===== src/rtl/pbsram_pkg.sv =====
package pbsram_pkg;

  localparam int BEAT_W = 2;

  typedef enum logic {
    ORD_LINEAR      = 1'b0,
    ORD_INTERLEAVED = 1'b1
  } burst_ord_e;

  // Low address bits of beat n for a burst opened at offset start.
  function automatic logic [BEAT_W-1:0] beat_offset(
    input logic [BEAT_W-1:0] start,
    input logic [BEAT_W-1:0] n,
    input burst_ord_e        ord
  );
    logic [BEAT_W-1:0] sum;
    sum = start + n;
    return (ord == ORD_INTERLEAVED) ? (start ^ n) : sum;
  endfunction

endpackage


===== src/rtl/pbsram_ctrl.sv =====
module pbsram_ctrl
  import pbsram_pkg::*;
#(
  parameter int ADDR_W = 6,
  parameter int LANES  = 4
) (
  input  logic              clk,
  input  logic              rst_n,
  input  logic              cen_n,
  input  logic              cs1_n,
  input  logic              cs2,
  input  logic              cs3_n,
  input  logic              adv,
  input  logic              we_n,
  input  logic [LANES-1:0]  bw_n,
  input  logic [ADDR_W-1:0] addr,
  input  logic              burst_il,
  output logic              acc_vld,
  output logic              acc_wr,
  output logic [ADDR_W-1:0] acc_addr,
  output logic [LANES-1:0]  acc_ben
);

  logic              sel;
  logic              live_q;
  logic              act_q;
  logic              wr_q;
  logic [ADDR_W-1:0] base_q;
  logic [BEAT_W-1:0] cnt_q;
  logic [LANES-1:0]  ben_q;

  assign sel = !cs1_n && cs2 && !cs3_n;

  always_ff @(posedge clk) begin
    if (!rst_n) begin
      live_q <= 1'b0;
      act_q  <= 1'b0;
      wr_q   <= 1'b0;
      base_q <= '0;
      cnt_q  <= '0;
      ben_q  <= '0;
    end else if (!cen_n) begin
      if (!adv) begin
        if (sel) begin
          live_q <= 1'b1;
          act_q  <= 1'b1;
          wr_q   <= !we_n;
          base_q <= addr;
          cnt_q  <= '0;
          ben_q  <= ~bw_n;
        end else begin
          live_q <= 1'b0;
          act_q  <= 1'b0;
          wr_q   <= 1'b0;
        end
      end else if (live_q) begin
        act_q <= 1'b1;
        cnt_q <= cnt_q + 1'b1;
        ben_q <= ~bw_n;
      end else begin
        act_q <= 1'b0;
      end
    end
  end

  assign acc_vld  = act_q;
  assign acc_wr   = wr_q;
  assign acc_ben  = ben_q;
  assign acc_addr = {base_q[ADDR_W-1:BEAT_W],
                     beat_offset(base_q[BEAT_W-1:0], cnt_q, burst_ord_e'(burst_il))};

  // a masked edge leaves the captured access untouched
  p_hold_r8: assert property (@(posedge clk) disable iff (!rst_n)
    (rst_n && cen_n) |=> ($stable(act_q) && $stable(base_q) && $stable(cnt_q) && $stable(wr_q)));

  // a load cycle without a full chip select produces no access
  p_desel_r2: assert property (@(posedge clk) disable iff (!rst_n)
    (!cen_n && !adv && !sel) |=> !acc_vld);

  // advancing with no live burst produces no access
  p_noburst_r7: assert property (@(posedge clk) disable iff (!rst_n)
    (!cen_n && adv && !live_q) |=> !acc_vld);

  // a beat only moves the two low address bits
  p_upper_r5: assert property (@(posedge clk) disable iff (!rst_n)
    (!cen_n && adv && live_q) |=> (acc_vld && acc_addr[ADDR_W-1:BEAT_W] == $past(acc_addr[ADDR_W-1:BEAT_W])));

  // a beat keeps the burst direction
  p_dir_r6: assert property (@(posedge clk) disable iff (!rst_n)
    (!cen_n && adv && live_q) |=> (acc_wr == $past(acc_wr)));

endmodule


===== config.mk =====
export PLATFORM = sky130hd
export DESIGN_NAME = pbsram_ctrl
export DESIGN_NICKNAME = d
export VERILOG_FILES = /design/src/rtl/pbsram_pkg.sv /design/src/rtl/pbsram_ctrl.sv
export SDC_FILE = /design/constraint.sdc
export NUM_CORES = 1
export LEC_CHECK = 0
export BUFFER_PORTS_ARGS = -buffer_cell sky130_fd_sc_hd__buf_4
export CAP_MARGIN = 30
export CELL_PAD_IN_SITES_DETAIL_PLACEMENT = 1
export CELL_PAD_IN_SITES_GLOBAL_PLACEMENT = 1
export CORE_MARGIN = 8
export CORE_UTILIZATION = 33
export CTS_CLUSTER_SIZE = 8
export DETAILED_ROUTE_END_ITERATION = 8
export GPL_TIMING_DRIVEN = 0
export PLACE_DENSITY_LB_ADDON = 0.1
export SETUP_SLACK_MARGIN = 0.02
export SKIP_LAST_GASP = 1
export SLEW_MARGIN = 20
export SYNTH_ARGS = -nofsm -noshare
export SYNTH_HDL_FRONTEND = slang
export SYNTH_SLANG_ARGS = --single-unit

===== constraint.sdc =====
create_clock -name clk -period 1.77 [get_ports clk]
set_clock_uncertainty 0.15 [all_clocks]
set_input_delay 0.2655 -clock clk [delete_from_list [all_inputs] [get_ports clk]]
set_output_delay 0.2655 -clock clk [all_outputs]
set_load 0.03 [all_outputs]

Word-level counts from Yosys, hierarchy flattened
Cells that the tools add are included.
- equality and inequality tests: 1
- add/subtract/negate cells: 2
- reduce and logical (&&, ||, !) cells: 9
- multiplexer cells: 11
- bitwise operators: 4
- operators by type and width (operator ; number):
    $mux 4 ; 3
    $mux 2 ; 4
    $reduce_and 3->1 ; 2
    $mux 1 ; 4
    $not 4->4 ; 1
    $logic_not 1->1 ; 3
    $add 2x1->2 const B ; 1
    $add 2x2->2 ; 1
    $logic_and 1x1->1 ; 2
    $ne 2x1->1 const B ; 1
    $not 1->1 ; 2
    $reduce_and 2->1 ; 1
    $reduce_bool 2->1 ; 1
    $xor 2x2->2 ; 1
- logic and storage cells: 33
- bits of input ports: 19
- register bits: 15

Depth between registers and ports, before layout
Gate-level depths: netlist of run 1.
- depth in word-level cells: 5
- gate-level depth with buffers: 4
- mapped depth without buffers: 3

Least setup slack after synthesis of run 1
No wires, ideal clock.
- path kind: flip-flop to output port
- start: reg cnt_q[0]
- end: out acc_addr[1]
- cell stages (with the launch flop): 4
- required time: 1.354 ns
- slack: 0.206 ns
- arrival: 1.148 ns
- cell sequence: dfxtp_1 -> ha_1 -> nor2b_1 -> xnor2_1
- word-level cells in the longest chain between the ends: 2
- ends and longest elaborated chain (element ; line ; source):
    from (decl) ; pbsram_ctrl.sv:29 ; logic [BEAT_W-1:0] cnt_q;
    from (signal assigned) ; pbsram_ctrl.sv:58 ; cnt_q <= cnt_q + 1'b1;
    $add 2x2->2 ; pbsram_pkg.sv:17 ; sum = start + n;
    $mux 2 ; pbsram_pkg.sv:18 ; return (ord == ORD_INTERLEAVED) ? (start ^ n) : sum;
    to (decl) ; pbsram_ctrl.sv:20 ; output logic [ADDR_W-1:0] acc_addr,
No other way between the ends.

Final worst setup path of run 1
Ends and elaborated chain as after synthesis.

==> results of run 1 <==
## registers in the layout, summed over array words and instances, names as in the netlist
signal   cells
acc_wr       1
cnt_q        2
acc_ben      4
base_q       6
acc_vld      1
live_q       1
## critical path: cells and delay by family, from the launching register on
family	cells	cell delay, ps
DFF	1	380
buffers and inverters	1	180
adders and majority gates	1	150
and+or+nand+nor	1	110
xor gates and xnor gates	1	150
## layout make-up
type                       count  share of cell area, %
clock buffer                   4                   2.55
tap                           28                   3.40
multi-input combinational     53                   37.9
inverter                       2                  0.729
timing repair buffer          29                   21.1
sequential                    15                   29.5
buffer                         8                   4.74
## layer usage
metal	routed length (um)	GRT usage, %	up-vias
met2	904	17.2	18
met4	16	4.27	0
met3	132	3.76	2
li1	-	-	335
met5	0	0	-
met1	745	10.1	305
## report_power, final
part | switching, W | total, W | internal (W)
Clock | 0.000103 | 0.000190 | 0.0000872
Sequential | 0.00000411 | 0.000347 | 0.000342
Combinational | 0.0000474 | 0.0000974 | 0.0000500
Total | 0.000154 | 0.000634 | 0.000480
## synth_stat cells
master	instances	area [um^2]
dfxtp_1	15	300
nand2_1	14	52.6
mux2i_1	6	60.1
buf_4	4	30.0
nand2b_1	4	25.0
o221a_2	4	45.0
buf_2	3	15.0
o21a_1	3	22.5
o21ai_0	3	15.0
and2_1	2	12.5
inv_1	2	7.51
nor2b_1	2	12.5
xnor2_1	2	17.5
a21oi_1	1	5.00
a31oi_1	1	6.26
clkbuf_1	1	3.75
ha_1	1	12.5
nand3_1	1	5.00
nand3b_1	1	7.51
nand4b_1	1	8.76
nor2_1	1	3.75
nor3_4	1	16.3
nor3b_1	1	7.51
nor4b_1	1	8.76
o22ai_1	1	6.26
o41ai_1	1	8.76
or3b_4	1	11.3
## timing repair
item	in CTS	in global routing
pin swaps	0	1
setup endpoints to repair	1	1
cloned	0	0
gates resized for setup	1	5
## kinds of logic after synthesis
kind of cell               Yosys count  synth area share (%)
AOI/OAI and AO/OA                   14                  15.0
xor gates and xnor gates             2                  2.41
adders and majority gates            1                  1.72
buffers and inverters               10                  7.74
DFF                                 15                  41.3
muxes                                6                  8.26
and+or+nand+nor                     30                  23.6
## stage by stage
step,cell area [um^2],worst slack [ps],power [W]
3_5_place_dp,980,85.3,0.000453
4_1_cts,1010,50.5,0.000649
5_1_grt,1030,51.3,0.000676
6_report,1030,115,0.000634
3_3_place_gp,980,96.8,0.000451
2_1_floorplan,727,206,0.000404
## worst max-delay path by stage
stage | startpoint | end | slack [ps] | depth (start not counted)
detailed placement | cs1_n | base_q[2] | 90 | 4
floorplan | cnt_q[0] | acc_addr[1] | 210 | 3
finish | cnt_q[0] | acc_addr[1] | 120 | 4
CTS | cnt_q[0] | acc_addr[1] | 50 | 4
global route | cnt_q[0] | acc_addr[1] | 50 | 4
global placement | cs1_n | cnt_q[1] | 100 | 4
==> results.sh, run 1 <==
export IMPL_syn_cell_area_um2=727
export IMPL_dr_pass1_iters=3
export IMPL_peakVddDrop_mv=0.293
export IMPL_p_per_area_nw_per_um2=616
export IMPL_crit_path_start_kind="flip-flop"
export IMPL_cts_path_max_buffers=2
export IMPL_finalNonFillerCells=139
export IMPL_r2r_cells=3
export IMPL_whs_endpoint="base_q[0]"
export IMPL_clock_latency_ps=270
export IMPL_maxCapViolCount=0
export IMPL_ctsHoldBuffers=0
export IMPL_layout_commonest_cell="buf_4"
export IMPL_cp_required_ps=1350
export IMPL_worst_slew_pin_slew_ps=464
export IMPL_grt_overflow=0
export IMPL_cts_root_buf="clkbuf_4"
export IMPL_worstPathArrival_ps=1240
export IMPL_min_path_cells=3
export IMPL_wl_per_cell_um=12.9
export IMPL_ys_warn_count=0
export IMPL_crit_slowest_cell="dfxtp_4"
export IMPL_wirelength_um=1800
export IMPL_setup_worst_path_class="reg2out"
export IMPL_first_iter_violations=11
export IMPL_design_core_area_um2=2150
export IMPL_tns_ps=0
export IMPL_setup_viol=0
export IMPL_grt_max_degree=11
export IMPL_finalCritPeriodShare_pct=93.5
export IMPL_synth_cells=78
export IMPL_clock_sinks=15
export IMPL_slew_viol_final=0
export IMPL_cts_setup_buffers=0
export IMPL_worstPathCellList="ha_4, nor2b_4, xnor2_1, buf_4"
export IMPL_cts_tree="done"
export IMPL_track_usage_pct=9.81
export IMPL_drive_above_1_share_pct=43.2
export IMPL_fillerInstances=272
export IMPL_ys_types=27
export IMPL_cts_buffers=3
export IMPL_io_pins=31
export IMPL_num_rows=17
export IMPL_r2r_end="acc_ben[2]"
export IMPL_nets=132
export IMPL_syn_nets=98
export IMPL_drt_vias_per_instance=4.75
export IMPL_power_leakage_nw=0.438
export IMPL_dieArea_um2=3960
export IMPL_clkTransAtPathRegs_ps=90
export IMPL_layout_cells_most_common_list="buf_4, nand2_1, dfxtp_1"
export IMPL_grt_pass1_wl_um=3250
export IMPL_ys_seq_elements=15
export IMPL_vias=660
export IMPL_worstPathMaxFanout=6
export IMPL_worstSetupEndpointType="output port"
export IMPL_ant_nets=0
export IMPL_fin_hold_ws_ps=86.8
export IMPL_seq_area_frac_synth_pct=41.3
export IMPL_port_buffer_count=29
export IMPL_timing_reg2reg_setup_slack_ps=520
export IMPL_route_detailed_drc=0
export IMPL_cpPeakStageDelay_ps=380
export IMPL_diodes=0
export IMPL_die_w_um=62.9
export IMPL_initial_core_util_pct=33.8
export IMPL_grt_pass1_vias=761
export IMPL_fin_crit_ps=1650
export IMPL_status="complete, no violations"
export IMPL_r2r_start="live_q"
export IMPL_syn_avg_cell_area_um2=9.32
export IMPL_layout_area_seq_um2=304
export IMPL_worstHoldStart="addr[0]"
export IMPL_antenna_found_initial=0
export IMPL_fin_util_pct=47.9
export IMPL_area_delta_synth_final_pct=41.7
export IMPL_placed_cells=135
export IMPL_hold_viol=0
export IMPL_hpwlAfterDp_um=1480
export IMPL_rsz0062_at_grt="no"
export IMPL_cts_max_level=1
export IMPL_hold_class="in2reg"
export IMPL_slew_limit_headroom_pct=68.9
export IMPL_die_h_um=62.9
export IMPL_fmax_ghz=0.604
export IMPL_multi_input_area_um2=390
export IMPL_place_congestion=0.699
Note: power is estimated with default switching activity, not from simulation.
==> inputs of run 2 (changes only) <==
Settings changed: CORE_MARGIN 8 to unset.
==> run 2 against run 1 <==
  * Clock power up 5%
  * Largest cell class unchanged
  * Global-route usage up 7.1 points
  * Routed wire length is 0.94% higher
  * Via count grew 1.2%
  * Critical path depth unchanged
  * Critical path type unchanged
==> results.sh, run 2 (synthesis results as in run 1) <==
export IMPL_io_pins=31
export IMPL_r2r_cells=3
export IMPL_top_register="base_q"
export IMPL_place_congestion=0.648
export IMPL_ant_nets=0
export IMPL_initial_core_util_pct=36.0
export IMPL_timing_critical_path_buf_inv=1
export IMPL_layout_commonest_cell="buf_4"
export IMPL_track_usage_pct=16.9
export IMPL_area_delta_synth_final_pct=43.5
export IMPL_worstSetupEndpointType="output port"
export IMPL_r2r_start="live_q"
export IMPL_drt_vias_per_instance=4.77
export IMPL_cts_path_max_buffers=2
export IMPL_nets=134
export IMPL_hold_viol=0
export IMPL_wirelength_um=1820
export IMPL_first_iter_violations=8
export IMPL_setup_worst_path_class="reg2out"
export IMPL_maxCapViolCount=0
export IMPL_port_buffer_count=29
export IMPL_setup_viol=0
export IMPL_grt_max_degree=11
export IMPL_cpPeakStageDelay_ps=380
export IMPL_switching_share_pct=25.5
export IMPL_worst_slew_pin_slew_ps=501
export IMPL_fin_crit_ps=1650
export IMPL_clock_sinks=15
export IMPL_cts_tree="done"
export IMPL_fmax_ghz=0.605
export IMPL_hpwlAfterDp_um=1320
export IMPL_dpl_instance_area_um2=978
export IMPL_grt_pass1_wl_um=3070
export IMPL_power_leakage_nw=0.449
export IMPL_largest_reg_flops=6
export IMPL_ctsHoldBuffers=0
export IMPL_cts_buffers=3
export IMPL_crit_path_start_kind="flip-flop"
export IMPL_die_w_um=48.9
export IMPL_crit_cells=4
export IMPL_design_core_area_um2=2020
export IMPL_dieArea_um2=2390
export IMPL_clkTransAtPathRegs_ps=90
export IMPL_r2r_end="acc_ben[0]"
export IMPL_stdcell_area_um2=1040
export IMPL_cp_required_ps=1350
export IMPL_layout_cells_most_common_list="buf_4, nand2_1, dfxtp_1"
export IMPL_vias=668
export IMPL_finalCritPeriodShare_pct=93.3
export IMPL_num_rows=16
export IMPL_fillerInstances=243
export IMPL_crit_slowest_cell="dfxtp_4"
export IMPL_dr_pass1_iters=4
export IMPL_worstPathMaxFanout=6
export IMPL_clkPwrFrac_pct=30.8
export IMPL_slew_limit_headroom_pct=66.5
export IMPL_drive_above_1_share_pct=44.2
export IMPL_cts_root_buf="clkbuf_4"
export IMPL_status="complete, no violations"
export IMPL_worstPathCellList="ha_4, nor2b_4, xnor2_1, buf_4"
export IMPL_rsz0062_at_grt="no"
export IMPL_power_net_switching_w=0.000165
export IMPL_die_h_um=48.9
export IMPL_p_int_w=0.000481
export IMPL_p_per_area_nw_per_um2=618
export IMPL_clock_latency_ps=280
export IMPL_peakVddDrop_mv=0.282
export IMPL_route_detailed_drc=0
export IMPL_slew_viol_final=0
export IMPL_cts_max_level=1
export IMPL_worstPathArrival_ps=1240
export IMPL_tns_ps=0
export IMPL_antenna_found_initial=0
export IMPL_crit_path_start="cnt_q[0]"
export IMPL_grt_overflow=0
export IMPL_timing_reg2reg_setup_slack_ps=490
export IMPL_placed_cells=134
export IMPL_finalNonFillerCells=140
export IMPL_p_seq_share_pct=53.7
export IMPL_diodes=0
export IMPL_grt_pass1_vias=667
export IMPL_p_comb_share_pct=15.4
export IMPL_wl_per_cell_um=13.0
export IMPL_cp_endpoint="acc_addr[1]"
export IMPL_hold_class="in2reg"
export IMPL_cp_top_family="flip-flops"
==> run 2: cell types whose count changed in the layout (fill, tap and decap cells not counted) <==
cell,delta
buf_4,+2
==> run 2: final cells by class <==
class | instances | area [um^2] | area share (%)
inverters | 2 | 7.51 | 0.719
clock buffers | 4 | 26.3 | 2.52
well taps | 27 | 33.8 | 3.24
plain buffers | 8 | 48.8 | 4.68
flip-flops and latches | 15 | 304 | 29.1
repair buffers | 31 | 233 | 22.3
multi-input cells | 53 | 390 | 37.4
==> run 2: how the worst min path moves through the flow <==
stage / start / endpoint / depth (start not counted)
6_report: addr[0] / base_q[0] / 3
5_1_grt: addr[4] / base_q[4] / 3
3_3_place_gp: base_q[5] / base_q[5] / 2
4_1_cts: addr[2] / base_q[2] / 3
2_1_floorplan: addr[2] / base_q[2] / 2
3_5_place_dp: base_q[3] / base_q[3] / 2
==> run 2: tightest hold or removal path: stages <==
cell and delay (ps):
buf_4 110, nand2_1 50, mux2i_1 60
==> run 2: routing by layer <==
layer  wire, um  track usage [%]  share of wire (%)  up-vias
li1           -                -                  -      338
met1        816             21.4                 45      313
met2        905             27.1                 50       15
met3         72             3.12                4.0        2
met4         22             8.82                1.2        0
met5          0                0                  0        -
==> run 2: power by group through the flow <==
stage                     clock network [W]   logic, W  registers [W]
final                              0.000199  0.0000997       0.000347
after global routing               0.000230   0.000108       0.000348
after CTS                          0.000208  0.0000986       0.000348
after detailed placement                  0  0.0000982       0.000356
after global placement                    0  0.0000951       0.000355
after floorplan                           0  0.0000415       0.000363
==> run 2: timing repair <==
item / CTS / global route
resized for setup: 1 / 5
pin swaps: 0 / 1
setup buffers: 0 / 2
setup endpoints to repair: 1 / 1
==> run 2: through the flow <==
stage | total power, W | hold slack (ps) | util (%) | worst slack, ps
after floorplan | 0.000404 | 258 | - | 206
after global placement | 0.000450 | 293 | 48.4 | 120
after detailed placement | 0.000454 | 304 | 48.4 | 46.9
after CTS | 0.000655 | 81.6 | 49.8 | 48.9
after global routing | 0.000686 | 80.2 | 51.6 | 38.4
final | 0.000645 | 85.5 | 51.6 | 118
==> inputs of run 3 (changes only) <==
Settings changed: RECOVER_POWER set to 100.
==> run 3 against run 2 <==
  * Combinational power fell by 6.3%
  * Routed wire length grew 0.72%
  * Largest cell class unchanged
  * Fmax shrank 0.21%
  * Core utilization down 2.4 points
  * Sequential cell count stayed put
  * Worst hold slack got worse by 2.2 ps
  * Via count rose by 2.1%
  * Setup slack lost 3.5 ps
  * Global-route usage stayed put
  * First-iteration DRC count unchanged
  * Clock-buffer cell count stayed put
  * Sequential share of layout area up 1.4 points
==> results.sh, run 3 (synthesis results as in run 1) <==
export IMPL_status="complete, no violations"
export IMPL_grt_max_degree=11
export IMPL_fin_crit_ps=1660
export IMPL_nets=134
export IMPL_multi_input_area_um2=384
export IMPL_hpwlAfterDp_um=1320
export IMPL_antenna_found_initial=0
export IMPL_drt_vias_per_instance=4.87
export IMPL_r2r_end="acc_ben[0]"
export IMPL_worstPathCellList="ha_4, nor2b_4, xnor2_1, buf_4"
export IMPL_io_pins=31
export IMPL_hold_class="in2reg"
export IMPL_drive_above_1_share_pct=34.5
export IMPL_fillerInstances=250
export IMPL_fmax_ghz=0.604
export IMPL_worstPathArrival_ps=1240
export IMPL_slew_viol_final=0
export IMPL_grt_overflow=0
export IMPL_crit_path_start_kind="flip-flop"
export IMPL_hold_viol=0
export IMPL_slew_limit_headroom_pct=47.3
export IMPL_cts_root_buf="clkbuf_4"
export IMPL_r2r_start="live_q"
export IMPL_r2r_cells=3
export IMPL_worstPathMaxFanout=6
export IMPL_area_delta_synth_final_pct=37.0
export IMPL_worstHoldStart="addr[0]"
export IMPL_cts_max_level=1
export IMPL_design_core_area_um2=2020
export IMPL_layout_cells_most_common_list="buf_4, nand2_1, dfxtp_1"
export IMPL_wl_per_cell_um=13.1
export IMPL_track_usage_pct=16.9
export IMPL_ctsHoldBuffers=0
export IMPL_largest_reg_flops=6
export IMPL_setup_viol=0
export IMPL_clock_sinks=15
export IMPL_num_rows=16
export IMPL_finalNonFillerCells=140
export IMPL_min_path_cells=3
export IMPL_tns_ps=0
export IMPL_place_congestion=0.648
export IMPL_timing_reg2reg_setup_slack_ps=490
export IMPL_maxCapViolCount=0
export IMPL_rsz0062_at_grt="no"
export IMPL_setup_worst_path_class="reg2out"
export IMPL_crit_path_start="cnt_q[0]"
export IMPL_crit_cells=4
export IMPL_power_leakage_nw=0.398
export IMPL_grt_pass1_wl_um=3070
export IMPL_crit_slowest_cell="dfxtp_4"
export IMPL_worst_slew_pin_slew_ps=786
export IMPL_dieArea_um2=2390
export IMPL_layout_area_seq_um2=304
export IMPL_first_iter_violations=8
export IMPL_cts_path_max_buffers=2
export IMPL_placed_cells=134
export IMPL_cts_buffers=3
export IMPL_dr_pass1_iters=4
export IMPL_route_detailed_drc=0
export IMPL_whs_endpoint="base_q[0]"
export IMPL_clock_latency_ps=280
export IMPL_cpPeakStageDelay_ps=380
export IMPL_initial_core_util_pct=36.0
export IMPL_die_w_um=48.9
export IMPL_p_per_area_nw_per_um2=643
export IMPL_finalCritPeriodShare_pct=93.5
export IMPL_ant_nets=0
export IMPL_peakVddDrop_mv=0.282
export IMPL_timing_critical_path_buf_inv=1
export IMPL_port_buffer_count=29
export IMPL_cts_tree="done"
export IMPL_clkTransAtPathRegs_ps=90
export IMPL_die_h_um=48.9
export IMPL_cp_top_family="flip-flops"
export IMPL_wirelength_um=1830
export IMPL_diodes=0
export IMPL_vias=682
export IMPL_worstSetupEndpointType="output port"
export IMPL_layout_commonest_cell="buf_4"
export IMPL_top_register="base_q"
export IMPL_cp_required_ps=1350
export IMPL_grt_pass1_vias=667
## run 3: changes by cell type in the layout (fill, tap and decap cells not counted), moves of 2 or more
cell      change
buf_4        -12
clkbuf_1     +11
and2_0        +2
and2_1        -2
## run 3: worst max path at each step
stage                       end  slack [ps]
finish              acc_addr[1]         110
global placement      base_q[5]         120
floorplan           acc_addr[1]         210
global route        acc_addr[1]          40
detailed placement    base_q[5]          50
CTS                 acc_addr[1]          50
## run 3: final cells by class
class,instances,share of cell area (%)
buffer,8,4.90
clock buffer,4,2.64
inverter,2,0.754
multi-input combinational,53,38.6
sequential,15,30.5
tap,27,3.39
timing repair buffer,31,19.2
## run 3: metal layers
| layer | vias to the layer above | part of all wire [%] | wire (um) | global-route usage [%] |
|---|---|---|---|---|
| met1 | 322 | 44 | 806 | 21.4 |
| met2 | 21 | 50 | 915 | 27.1 |
| li1 | 337 | - | - | - |
| met3 | 2 | 4.6 | 85 | 3.12 |
| met4 | 0 | 1.2 | 22 | 8.82 |
| met5 | - | 0 | 0 | 0 |
## run 3: per-stage QoR
stage | utilization [%] | hold WS [ps] | setup slack, ps | area, um^2 | power, W
detailed placement | 48.4 | 304 | 46.9 | 978 | 0.000454
finish | 49.3 | 83.2 | 115 | 996 | 0.000641
global route | 49.3 | 80.2 | 38.4 | 996 | 0.000679
global placement | 48.4 | 293 | 120 | 978 | 0.000450
floorplan | - | 258 | 206 | 727 | 0.000404
CTS | 49.8 | 81.6 | 48.9 | 1010 | 0.000655
## run 3: worst register-to-register path, cell delays in order, from the launching register on
cell	delay (ps)
dfxtp_1	360
and2_0	160
o21a_1	230
o221a_2	280
## run 3: report_power, final
group | switching, W | internal, W | leakage (nW)
Combinational | 0.0000477 | 0.0000457 | 0.261
Sequential | 0.00000401 | 0.000342 | 0.122
Clock | 0.000113 | 0.0000874 | 0.0150
Total | 0.000165 | 0.000476 | 0.398
## run 3: what timing repair did
| item | CTS | global route |
|---|---|---|
| setup buffers | 0 | 2 |
| endpoints found under the setup margin | 1 | 1 |
| resized for setup | 1 | 5 |
| hold endpoints to repair | 0 | 0 |
| pin swaps | 0 | 1 |
